### src/rtl/smbc_pkg.sv
package smbc_pkg;
  localparam logic [7:0] CMD_OPT  = 8'h12;
  localparam logic [7:0] CMD_ICHG = 8'h14;
  localparam logic [7:0] CMD_VMAX = 8'h15;
  localparam logic [7:0] CMD_VMIN = 8'h3E;
  localparam logic [7:0] CMD_IIN  = 8'h3F;

  localparam logic [15:0] RST_OPT  = 16'h6140;
  localparam logic [15:0] RST_ICHG = 16'h0000;
  localparam logic [15:0] RST_VMAX = 16'h34C0;
  localparam logic [15:0] RST_VMIN = 16'h2400;
  localparam logic [15:0] RST_IIN  = 16'h1000;

  typedef enum logic [2:0] {
    PH_IDLE, PH_ADDR, PH_CMD, PH_WLO, PH_WHI, PH_RLO, PH_RHI, PH_SKIP
  } phase_t;
endpackage

### src/rtl/smbc_busif.sv
module smbc_busif #(
  parameter int SYNC_STAGES = 2,
  parameter int TOUT_MS     = 30
) (
  input  logic clk,
  input  logic rst_n,
  input  logic tick,
  input  logic scl_i,
  input  logic sda_i,
  output logic sda_s,
  output logic scl_rise,
  output logic scl_fall,
  output logic start_p,
  output logic stop_p,
  output logic tout_p
);
  localparam int TW = $clog2(TOUT_MS + 1);

  logic [SYNC_STAGES-1:0] scl_q, sda_q;
  logic scl_s, scl_d, sda_d;
  logic [TW-1:0] lo_cnt, lo_cnt_n;

  always_ff @(posedge clk or negedge rst_n) begin
    if (!rst_n) begin
      scl_q <= '1;
      sda_q <= '1;
    end else begin
      scl_q[0] <= scl_i;
      sda_q[0] <= sda_i;
    end
  end

  for (genvar g = 1; g < SYNC_STAGES; g++) begin : g_sync
    always_ff @(posedge clk or negedge rst_n) begin
      if (!rst_n) begin
        scl_q[g] <= 1'b1;
        sda_q[g] <= 1'b1;
      end else begin
        scl_q[g] <= scl_q[g-1];
        sda_q[g] <= sda_q[g-1];
      end
    end
  end

  assign scl_s = scl_q[SYNC_STAGES-1];
  assign sda_s = sda_q[SYNC_STAGES-1];

  always_ff @(posedge clk or negedge rst_n) begin
    if (!rst_n) begin
      scl_d  <= 1'b1;
      sda_d  <= 1'b1;
      lo_cnt <= '0;
    end else begin
      scl_d  <= scl_s;
      sda_d  <= sda_s;
      lo_cnt <= lo_cnt_n;
    end
  end

  assign scl_rise = scl_s & ~scl_d;
  assign scl_fall = ~scl_s & scl_d;
  assign start_p  = scl_s & scl_d & sda_d & ~sda_s;
  assign stop_p   = scl_s & scl_d & ~sda_d & sda_s;

  always_comb begin
    lo_cnt_n = lo_cnt;
    tout_p   = 1'b0;
    if (scl_s) begin
      lo_cnt_n = '0;
    end else if (tick && (lo_cnt != TW'(TOUT_MS))) begin
      lo_cnt_n = lo_cnt + 1'b1;
      tout_p   = (lo_cnt == TW'(TOUT_MS - 1));
    end
  end
endmodule

### src/rtl/smbc_engine.sv
module smbc_engine
  import smbc_pkg::*;
#(
  parameter logic [6:0] DEV_ADDR = 7'h09
) (
  input  logic        clk,
  input  logic        rst_n,
  input  logic        scl_rise,
  input  logic        scl_fall,
  input  logic        start_p,
  input  logic        stop_p,
  input  logic        tout_p,
  input  logic        sda_s,
  input  logic [15:0] rd_data,
  output logic [7:0]  cmd,
  output logic        wr_en,
  output logic [15:0] wr_data,
  output logic        sda_oe
);
  phase_t ph, ph_n;
  logic in_ack, ack_n, rw_q, rw_n, mnack, nack_n, drv_n;
  logic [3:0] bitcnt, bc_n;
  logic [7:0] shreg, sh_n, txsr, tx_n, lo_q, lo_n, cmd_n;
  logic reading;

  assign reading = (ph == PH_RLO) || (ph == PH_RHI);

  always_comb begin
    ph_n = ph; ack_n = in_ack; bc_n = bitcnt; sh_n = shreg; tx_n = txsr;
    lo_n = lo_q; cmd_n = cmd; drv_n = sda_oe; nack_n = mnack; rw_n = rw_q;
    wr_en = 1'b0;
    if (tout_p || stop_p) begin
      ph_n = PH_IDLE; ack_n = 1'b0; drv_n = 1'b0;
    end else if (start_p) begin
      ph_n = PH_ADDR; ack_n = 1'b0; bc_n = '0; drv_n = 1'b0;
    end else if (ph != PH_IDLE && ph != PH_SKIP) begin
      if (scl_rise) begin
        if (in_ack) nack_n = sda_s;
        else begin
          bc_n = bitcnt + 1'b1;
          if (!reading) sh_n = {shreg[6:0], sda_s};
        end
      end else if (scl_fall) begin
        if (in_ack) begin
          ack_n = 1'b0; bc_n = '0; drv_n = 1'b0;
          case (ph)
            PH_ADDR: if (rw_q) begin
                       ph_n = PH_RLO; tx_n = rd_data[7:0]; drv_n = ~rd_data[7];
                     end else ph_n = PH_CMD;
            PH_CMD:  ph_n = PH_WLO;
            PH_WLO:  ph_n = PH_WHI;
            PH_RLO:  if (!mnack) begin
                       ph_n = PH_RHI; tx_n = rd_data[15:8]; drv_n = ~rd_data[15];
                     end else ph_n = PH_SKIP;
            default: ph_n = PH_SKIP;
          endcase
        end else if (bitcnt == 4'd8) begin
          ack_n = 1'b1; drv_n = 1'b1;
          case (ph)
            PH_ADDR: if (shreg[7:1] != DEV_ADDR) begin
                       ph_n = PH_SKIP; ack_n = 1'b0; drv_n = 1'b0;
                     end else rw_n = shreg[0];
            PH_CMD:  cmd_n = shreg;
            PH_WLO:  lo_n  = shreg;
            PH_WHI:  wr_en = 1'b1;
            default: drv_n = 1'b0;
          endcase
        end else if (reading) begin
          drv_n = ~txsr[6];
          tx_n  = {txsr[6:0], 1'b0};
        end
      end
    end
  end

  assign wr_data = {shreg, lo_q};

  always_ff @(posedge clk or negedge rst_n) begin
    if (!rst_n) begin
      ph <= PH_IDLE; in_ack <= 1'b0; rw_q <= 1'b0; mnack <= 1'b1;
      bitcnt <= '0; shreg <= '0; txsr <= '0; lo_q <= '0; cmd <= '0;
      sda_oe <= 1'b0;
    end else begin
      ph <= ph_n; in_ack <= ack_n; rw_q <= rw_n; mnack <= nack_n;
      bitcnt <= bc_n; shreg <= sh_n; txsr <= tx_n; lo_q <= lo_n; cmd <= cmd_n;
      sda_oe <= drv_n;
    end
  end


  ack_edge_chk: assert property (@(posedge clk) disable iff (!rst_n)
    $rose(sda_oe) |-> $past(scl_fall));
endmodule

### src/rtl/smbc_regs.sv
module smbc_regs
  import smbc_pkg::*;
(
  input  logic        clk,
  input  logic        rst_n,
  input  logic        wr_en,
  input  logic [7:0]  cmd,
  input  logic [15:0] wr_data,
  input  logic        wd_clear,
  output logic [15:0] rd_data,
  output logic        refresh,
  output logic [15:0] opt_q,
  output logic [15:0] ichg_q,
  output logic [15:0] vmax_q,
  output logic [15:0] vmin_q,
  output logic [15:0] iin_q
);
  logic [15:0] opt_n, ichg_n, vmax_n, vmin_n, iin_n;

  always_comb begin
    opt_n = opt_q; ichg_n = ichg_q; vmax_n = vmax_q; vmin_n = vmin_q; iin_n = iin_q;
    if (wd_clear) ichg_n = '0;
    if (wr_en) begin
      case (cmd)
        CMD_OPT:  opt_n  = wr_data;
        CMD_ICHG: ichg_n = wr_data;
        CMD_VMAX: vmax_n = wr_data;
        CMD_VMIN: vmin_n = wr_data;
        CMD_IIN:  iin_n  = wr_data;
        default:  ;
      endcase
    end
  end

  always_comb begin
    case (cmd)
      CMD_OPT:  rd_data = opt_q;
      CMD_ICHG: rd_data = ichg_q;
      CMD_VMAX: rd_data = vmax_q;
      CMD_VMIN: rd_data = vmin_q;
      CMD_IIN:  rd_data = iin_q;
      default:  rd_data = '0;
    endcase
  end

  assign refresh = wr_en && ((cmd == CMD_ICHG) || (cmd == CMD_VMAX));

  always_ff @(posedge clk or negedge rst_n) begin
    if (!rst_n) begin
      opt_q <= RST_OPT; ichg_q <= RST_ICHG; vmax_q <= RST_VMAX;
      vmin_q <= RST_VMIN; iin_q <= RST_IIN;
    end else begin
      opt_q <= opt_n; ichg_q <= ichg_n; vmax_q <= vmax_n;
      vmin_q <= vmin_n; iin_q <= iin_n;
    end
  end
endmodule

### src/rtl/smbc_wdog.sv
module smbc_wdog #(
  parameter int UNIT_MS = 44000,
  parameter int DEG_MS  = 10
) (
  input  logic       clk,
  input  logic       rst_n,
  input  logic       tick,
  input  logic       refresh,
  input  logic [1:0] sel,
  output logic       expire_p,
  output logic       expired
);
  localparam int LIM_MAX = 4 * UNIT_MS + DEG_MS;
  localparam int CW = $clog2(LIM_MAX + 1);
  localparam logic [CW-1:0] LIM1 = CW'(UNIT_MS + DEG_MS);
  localparam logic [CW-1:0] LIM2 = CW'(2 * UNIT_MS + DEG_MS);
  localparam logic [CW-1:0] LIM3 = CW'(LIM_MAX);

  logic [CW-1:0] cnt, cnt_n, limit;
  logic exp_n;

  always_comb begin
    case (sel)
      2'b01:   limit = LIM1;
      2'b10:   limit = LIM2;
      default: limit = LIM3;
    endcase
  end

  always_comb begin
    cnt_n = cnt; exp_n = expired; expire_p = 1'b0;
    if (sel == 2'b00 || refresh) begin
      cnt_n = '0; exp_n = 1'b0;
    end else if (tick && !expired) begin
      if (cnt + 1'b1 >= limit) begin
        expire_p = 1'b1; exp_n = 1'b1; cnt_n = '0;
      end else begin
        cnt_n = cnt + 1'b1;
      end
    end
  end

  always_ff @(posedge clk or negedge rst_n) begin
    if (!rst_n) begin
      cnt <= '0; expired <= 1'b0;
    end else begin
      cnt <= cnt_n; expired <= exp_n;
    end
  end


  wd_clear_src_chk: assert property (@(posedge clk) disable iff (!rst_n)
    $fell(expired) |-> ($past(refresh) || $past(sel) == 2'b00));

  wd_rise_src_chk: assert property (@(posedge clk) disable iff (!rst_n)
    $rose(expired) |-> ($past(tick) && $past(sel) != 2'b00));
endmodule

### src/rtl/smbc_charger_regs.sv
module smbc_charger_regs #(
  parameter logic [6:0] DEV_ADDR    = 7'h09,
  parameter int         SYNC_STAGES = 2,
  parameter int         BUS_TOUT_MS = 30,
  parameter int         WD_UNIT_MS  = 44000,
  parameter int         WD_DEG_MS   = 10
) (
  input  logic        clk,
  input  logic        rst_n,
  input  logic        tick_1ms,
  input  logic        scl_i,
  input  logic        sda_i,
  output logic        sda_oe_o,
  output logic [15:0] opt_o,
  output logic [15:0] chg_cur_o,
  output logic [15:0] chg_volt_o,
  output logic [15:0] min_sys_o,
  output logic [15:0] in_cur_o,
  output logic        charge_en_o,
  output logic        wd_expired_o
);
  logic sda_s, scl_rise, scl_fall, start_p, stop_p, tout_p;
  logic wr_en, refresh, wd_exp_p;
  logic [7:0] cmd;
  logic [15:0] wr_data, rd_data;

  smbc_busif #(.SYNC_STAGES(SYNC_STAGES), .TOUT_MS(BUS_TOUT_MS)) u_busif (
    .clk(clk), .rst_n(rst_n), .tick(tick_1ms), .scl_i(scl_i), .sda_i(sda_i),
    .sda_s(sda_s), .scl_rise(scl_rise), .scl_fall(scl_fall),
    .start_p(start_p), .stop_p(stop_p), .tout_p(tout_p));

  smbc_engine #(.DEV_ADDR(DEV_ADDR)) u_engine (
    .clk(clk), .rst_n(rst_n), .scl_rise(scl_rise), .scl_fall(scl_fall),
    .start_p(start_p), .stop_p(stop_p), .tout_p(tout_p), .sda_s(sda_s),
    .rd_data(rd_data), .cmd(cmd), .wr_en(wr_en), .wr_data(wr_data),
    .sda_oe(sda_oe_o));

  smbc_regs u_regs (
    .clk(clk), .rst_n(rst_n), .wr_en(wr_en), .cmd(cmd), .wr_data(wr_data),
    .wd_clear(wd_exp_p), .rd_data(rd_data), .refresh(refresh),
    .opt_q(opt_o), .ichg_q(chg_cur_o), .vmax_q(chg_volt_o),
    .vmin_q(min_sys_o), .iin_q(in_cur_o));

  smbc_wdog #(.UNIT_MS(WD_UNIT_MS), .DEG_MS(WD_DEG_MS)) u_wdog (
    .clk(clk), .rst_n(rst_n), .tick(tick_1ms), .refresh(refresh),
    .sel(opt_o[14:13]), .expire_p(wd_exp_p), .expired(wd_expired_o));

  assign charge_en_o = (chg_cur_o != 16'h0000) && !wd_expired_o;


  bus_release_chk: assert property (@(posedge clk) disable iff (!rst_n)
    tout_p |=> !sda_oe_o);

  wd_clear_chk: assert property (@(posedge clk) disable iff (!rst_n)
    (wd_exp_p && !wr_en) |=> (chg_cur_o == 16'h0000 && wd_expired_o));
endmodule

### config.mk
export PLATFORM = sky130hd
export DESIGN_NAME = smbc_charger_regs
export DESIGN_NICKNAME = d
export VERILOG_FILES = /design/src/rtl/smbc_pkg.sv /design/src/rtl/smbc_busif.sv /design/src/rtl/smbc_engine.sv /design/src/rtl/smbc_regs.sv /design/src/rtl/smbc_wdog.sv /design/src/rtl/smbc_charger_regs.sv
export SDC_FILE = /design/constraint.sdc
export NUM_CORES = 1
export LEC_CHECK = 0
export BUFFER_PORTS_ARGS = -buffer_cell sky130_fd_sc_hd__buf_2
export CAP_MARGIN = 0
export CORE_MARGIN = 5
export CORE_UTILIZATION = 28
export CTS_BUF_LIST = sky130_fd_sc_hd__clkbuf_4
export DETAILED_ROUTE_END_ITERATION = 10
export GPL_ROUTABILITY_DRIVEN = 0
export HOLD_SLACK_MARGIN = 0.06
export SKIP_CTS_REPAIR_TIMING = 1
export SLEW_MARGIN = 5
export SYNTH_ARGS = -nofsm -noshare
export SYNTH_HDL_FRONTEND = slang
export SYNTH_HIERARCHICAL = 1
export SYNTH_SLANG_ARGS = --single-unit
### constraint.sdc
create_clock -name clk -period 4.6 [get_ports clk]
set_input_delay 0.46 -clock clk [delete_from_list [all_inputs] [get_ports clk]]
set_output_delay 0.46 -clock clk [all_outputs]
set_load 0.02 [all_outputs]
==> run summary <==
Status: complete, no violations
Syn_area_per_cell: 11.97 um2
Fmax: 0.2423 GHz
Synthesis-to-layout area growth: 13.50%
DR WL met3: 1278 um
Initial Util: 28.29%
Die Wd: 180.3 um
Hold_ws: 0.2564 ns
Pin count of the biggest net entering global routing: 78
Total GRT Usage: 13.41%
Core box area: 0.02870 mm2
#FFs+latches synth: 152
Design Area, Final: 0.009215 mm2
Tmin final: 4.127 ns
First-pass GRT wire length: 34530 um
Min-delay worst type: primary input to register
CTS H-tree lvls: 4
Max Used Layer: met4
Stages on worst setup path: 13
Final WL: 21860 um
Via/cell ratio: 5.072
Slowest-stage cell, CP: or4bb_1
TritonCTS Sinks: 152
Max-Cap Viols: 0
Syn Inst Count: 678
Power Total: 2813 uW
Reg2Reg Launch Point: u_busif/lo_cnt[0]
# DRC: 0
Critical Path AT: 4.64 ns
Initial antenna violation count: 1
Root Driver: clkbuf_4
Post-synth EDFFs: 0
Reg2Reg Setup Slack: 0.47 ns
Maximum clock insertion buffer count: 2
Worst setup endpoint: u_wdog/cnt[8]
Clock Power Share: 29.1%
Crit end category: register
FF-to-FF path depth: 13
VDD IR max: 0.0001638 V
Period utilization: 89.71%
Netlist Area Pre-Place: 0.008119 mm2
WS Path Type: register to register
DRT Pass-1 Iters: 5
Via count of the routed design: 5883
R2r endpoint: u_wdog/cnt[8]
Initial DRC Count: 296
Crit-path max FO: 13
Largest stage delay on the critical path: 0.67 ns
Critical-path cell list: inv_1 > ha_1 > nand4_1 > nand2_1 > nor3_1 > or4_1 > nor3_1 > or4bb_1 > nor2_1 > or2_2 > nor2_1 > nor2_2 > a22o_1
Register area share after synthesis: 47.14%
Area of the die: 0.03250 mm2
Combinational share of power: 12.8%
Worst-skew pair later-pin latency: 0.59 ns
Pins Over Slew Limit: 0
Placed Instance Area: 0.008911 mm2
Main synth FF type: dfrtp_1
Final Setup Violations: 0
RSZ-0062 raised after global routing: no
CP startpoint: u_busif/lo_cnt[0]
Share of cells above drive strength 1: 38.32%
DRT met1 WL: 10240 um
Nets: 789
Async set or reset register ratio after synthesis: 100.0%
Data required time at the worst endpoint: 5.12 ns
Row cnt: 62
Number of CTS-inserted buffers: 17
Fin. Hold Viols: 0
Worst Skew: 0.02252 ns
Wire per inst: 18.85 um
Switching Fraction: 33.01%
Slew @ Worst Pin: 1.260 ns
Pwr per Cell Area: 305.3 mW/mm2
WL met2: 10140 um
TNS Setup: 0 ns
Detailed Place HPWL: 15400 um
Syn nets: 705
Vias in the first global route: 5791
Port bufs: 87
I/O pin cnt: 88
Reg power frac: 58.1%
Pint: 1885 uW
Crit path max-delay family: simple AND/OR/NAND/NOR gates
Max-slew headroom: 15.54%
CTS tree: built
CP Launch Type: register
Antenna Nets Post-Route: 0
Syn. warnings: 6
Worst-path clk slew: 0.14 ns
Gr ovfl total: 0
Crit path buf inv count: 1
Psw: 928.8 uW
Leakage: 0.004373 uW
Die H: 180.3 um
Library cells used by synthesis: 70
[layer usage]
layer,vias up,GRT usage (%)
met5,-,0
met4,0,3.116
met3,19,3.411
met2,154,20.92
met1,3019,18.84
li1,2691,-
[cell families (layout without fill, tap and decap cells)]
kind of cell             after synthesis  in the layout  synth area share, %
adder cells (fa/ha/maj)               22             22                3.390
XOR/XNOR                              14             14                1.510
buffers and inverters                 54            151                3.467
AND/OR/NAND/NOR                      187            187                13.53
AO/OA/AOI/OAI                         92             92                8.738
flip-flops                           152            152                47.14
other                                  0              1                    0
multiplexers                         157            157                22.22
[through the flow]
step / util, % / std cells / worst slack, ns
after floorplan: - / 678 / 0.9059
after global placement: 31.05 / 1124 / 0.6650
after detailed placement: 31.05 / 1124 / 0.5242
after CTS: 31.99 / 1156 / 0.4900
after global routing: 32.11 / 1160 / 0.2692
final: 32.11 / 1160 / 0.4734
[area by class of cell]
type,instances,area [um2]
Sequential cell,152,3829
Clock inverter,15,143.9
Inverter,18,67.56
Fill cell,2994,19490
Antenna cell,1,2.502
Timing Repair Buffer,101,554.3
Multi-Input combinational cell,472,4010
Tap cell,384,480.5
Clock buffer,17,127.6
[cells in the mapped netlist, drive strengths merged (14+ instances only)]
master / count / area [um2]
nand3: 15 / 75.07
a21oi: 16 / 80.08
nor2: 28 / 107.6
dfrtp: 133 / 3328
ha: 22 / 275.3
o21ai: 14 / 73.82
buf: 18 / 143.9
nor3: 35 / 206.5
a221o: 17 / 170.2
nand2: 19 / 71.32
nor2b: 27 / 168.9
inv: 18 / 67.56
mux2i: 25 / 250.2
mux2: 132 / 1554
clkbuf: 18 / 70.07
dfstp: 19 / 499.2
[flip-flops by register name (all words and copies together) (netlist names)]
| name | flops |
|---|---|
| u_wdog/cnt | 18 |
| u_regs/ichg_q | 16 |
| u_regs/iin_q | 16 |
| u_regs/opt_q | 16 |
| u_regs/vmax_q | 16 |
| u_regs/vmin_q | 16 |
| u_engine/cmd | 8 |
| u_engine/lo_q | 8 |
| u_engine/shreg | 8 |
| u_engine/txsr | 7 |
| u_busif/lo_cnt | 5 |
| u_engine/bitcnt | 4 |
| u_engine/ph | 3 |
| u_busif/scl_d | 1 |
| u_busif/scl_q | 1 |
| u_busif/scl_s | 1 |
| u_busif/sda_d | 1 |
| u_busif/sda_q | 1 |
| u_busif/sda_s | 1 |
| u_engine/in_ack | 1 |
| u_engine/mnack | 1 |
| u_engine/rw_q | 1 |
| u_engine/sda_oe | 1 |
| u_wdog/expired | 1 |
[worst reg2reg max path: cells and delay by family, from the launching register on]
kind            cells  cell delay [ns]
compound gates      1             0.23
simple gates       10             3.06
fa+ha+maj           1             0.22
flops               1             0.45
buf+inv             1             0.10
[worst min-delay path by stage]
| stage | to | cells past startpoint | startpoint |
|---|---|---|---|
| floorplan | u_busif/lo_cnt[0] | 0 | rst_n |
| global placement | u_busif/sda_s | 0 | u_busif/sda_q[0] |
| detailed placement | u_busif/sda_s | 0 | u_busif/sda_q[0] |
| CTS | u_regs/iin_q[15] | 1 | rst_n |
| global route | u_wdog/expired | 3 | tick_1ms |
| finish | u_busif/lo_cnt[1] | 3 | tick_1ms |
[cell usage in the layout, fill, tap and decap left out, drive strengths merged, types with 8 or more instances in the layout]
cell type	count
ha	22
nor2b	27
o21ai	14
buf	98
xor2	8
inv	23
mux2	132
a211oi	8
dfrtp	133
nand3	15
nand4	11
a221o	17
nand2	19
clkbuf	17
a21oi	16
mux2i	25
a22o	12
nand2b	8
dfstp	19
nor4	8
nor3	35
nor2	28
[power by group through the flow]
| stage | clock, uW | sequential (uW) | combinational [uW] |
|---|---|---|---|
| 3_5_place_dp | 0 | 1650 | 358 |
| 4_1_cts | 850 | 1630 | 360 |
| 5_1_grt | 906 | 1650 | 405 |
| 2_1_floorplan | 0 | 1550 | 295 |
| 6_report | 819 | 1640 | 359 |
| 3_3_place_gp | 0 | 1660 | 353 |
Power figures use the tool's default switching activity.
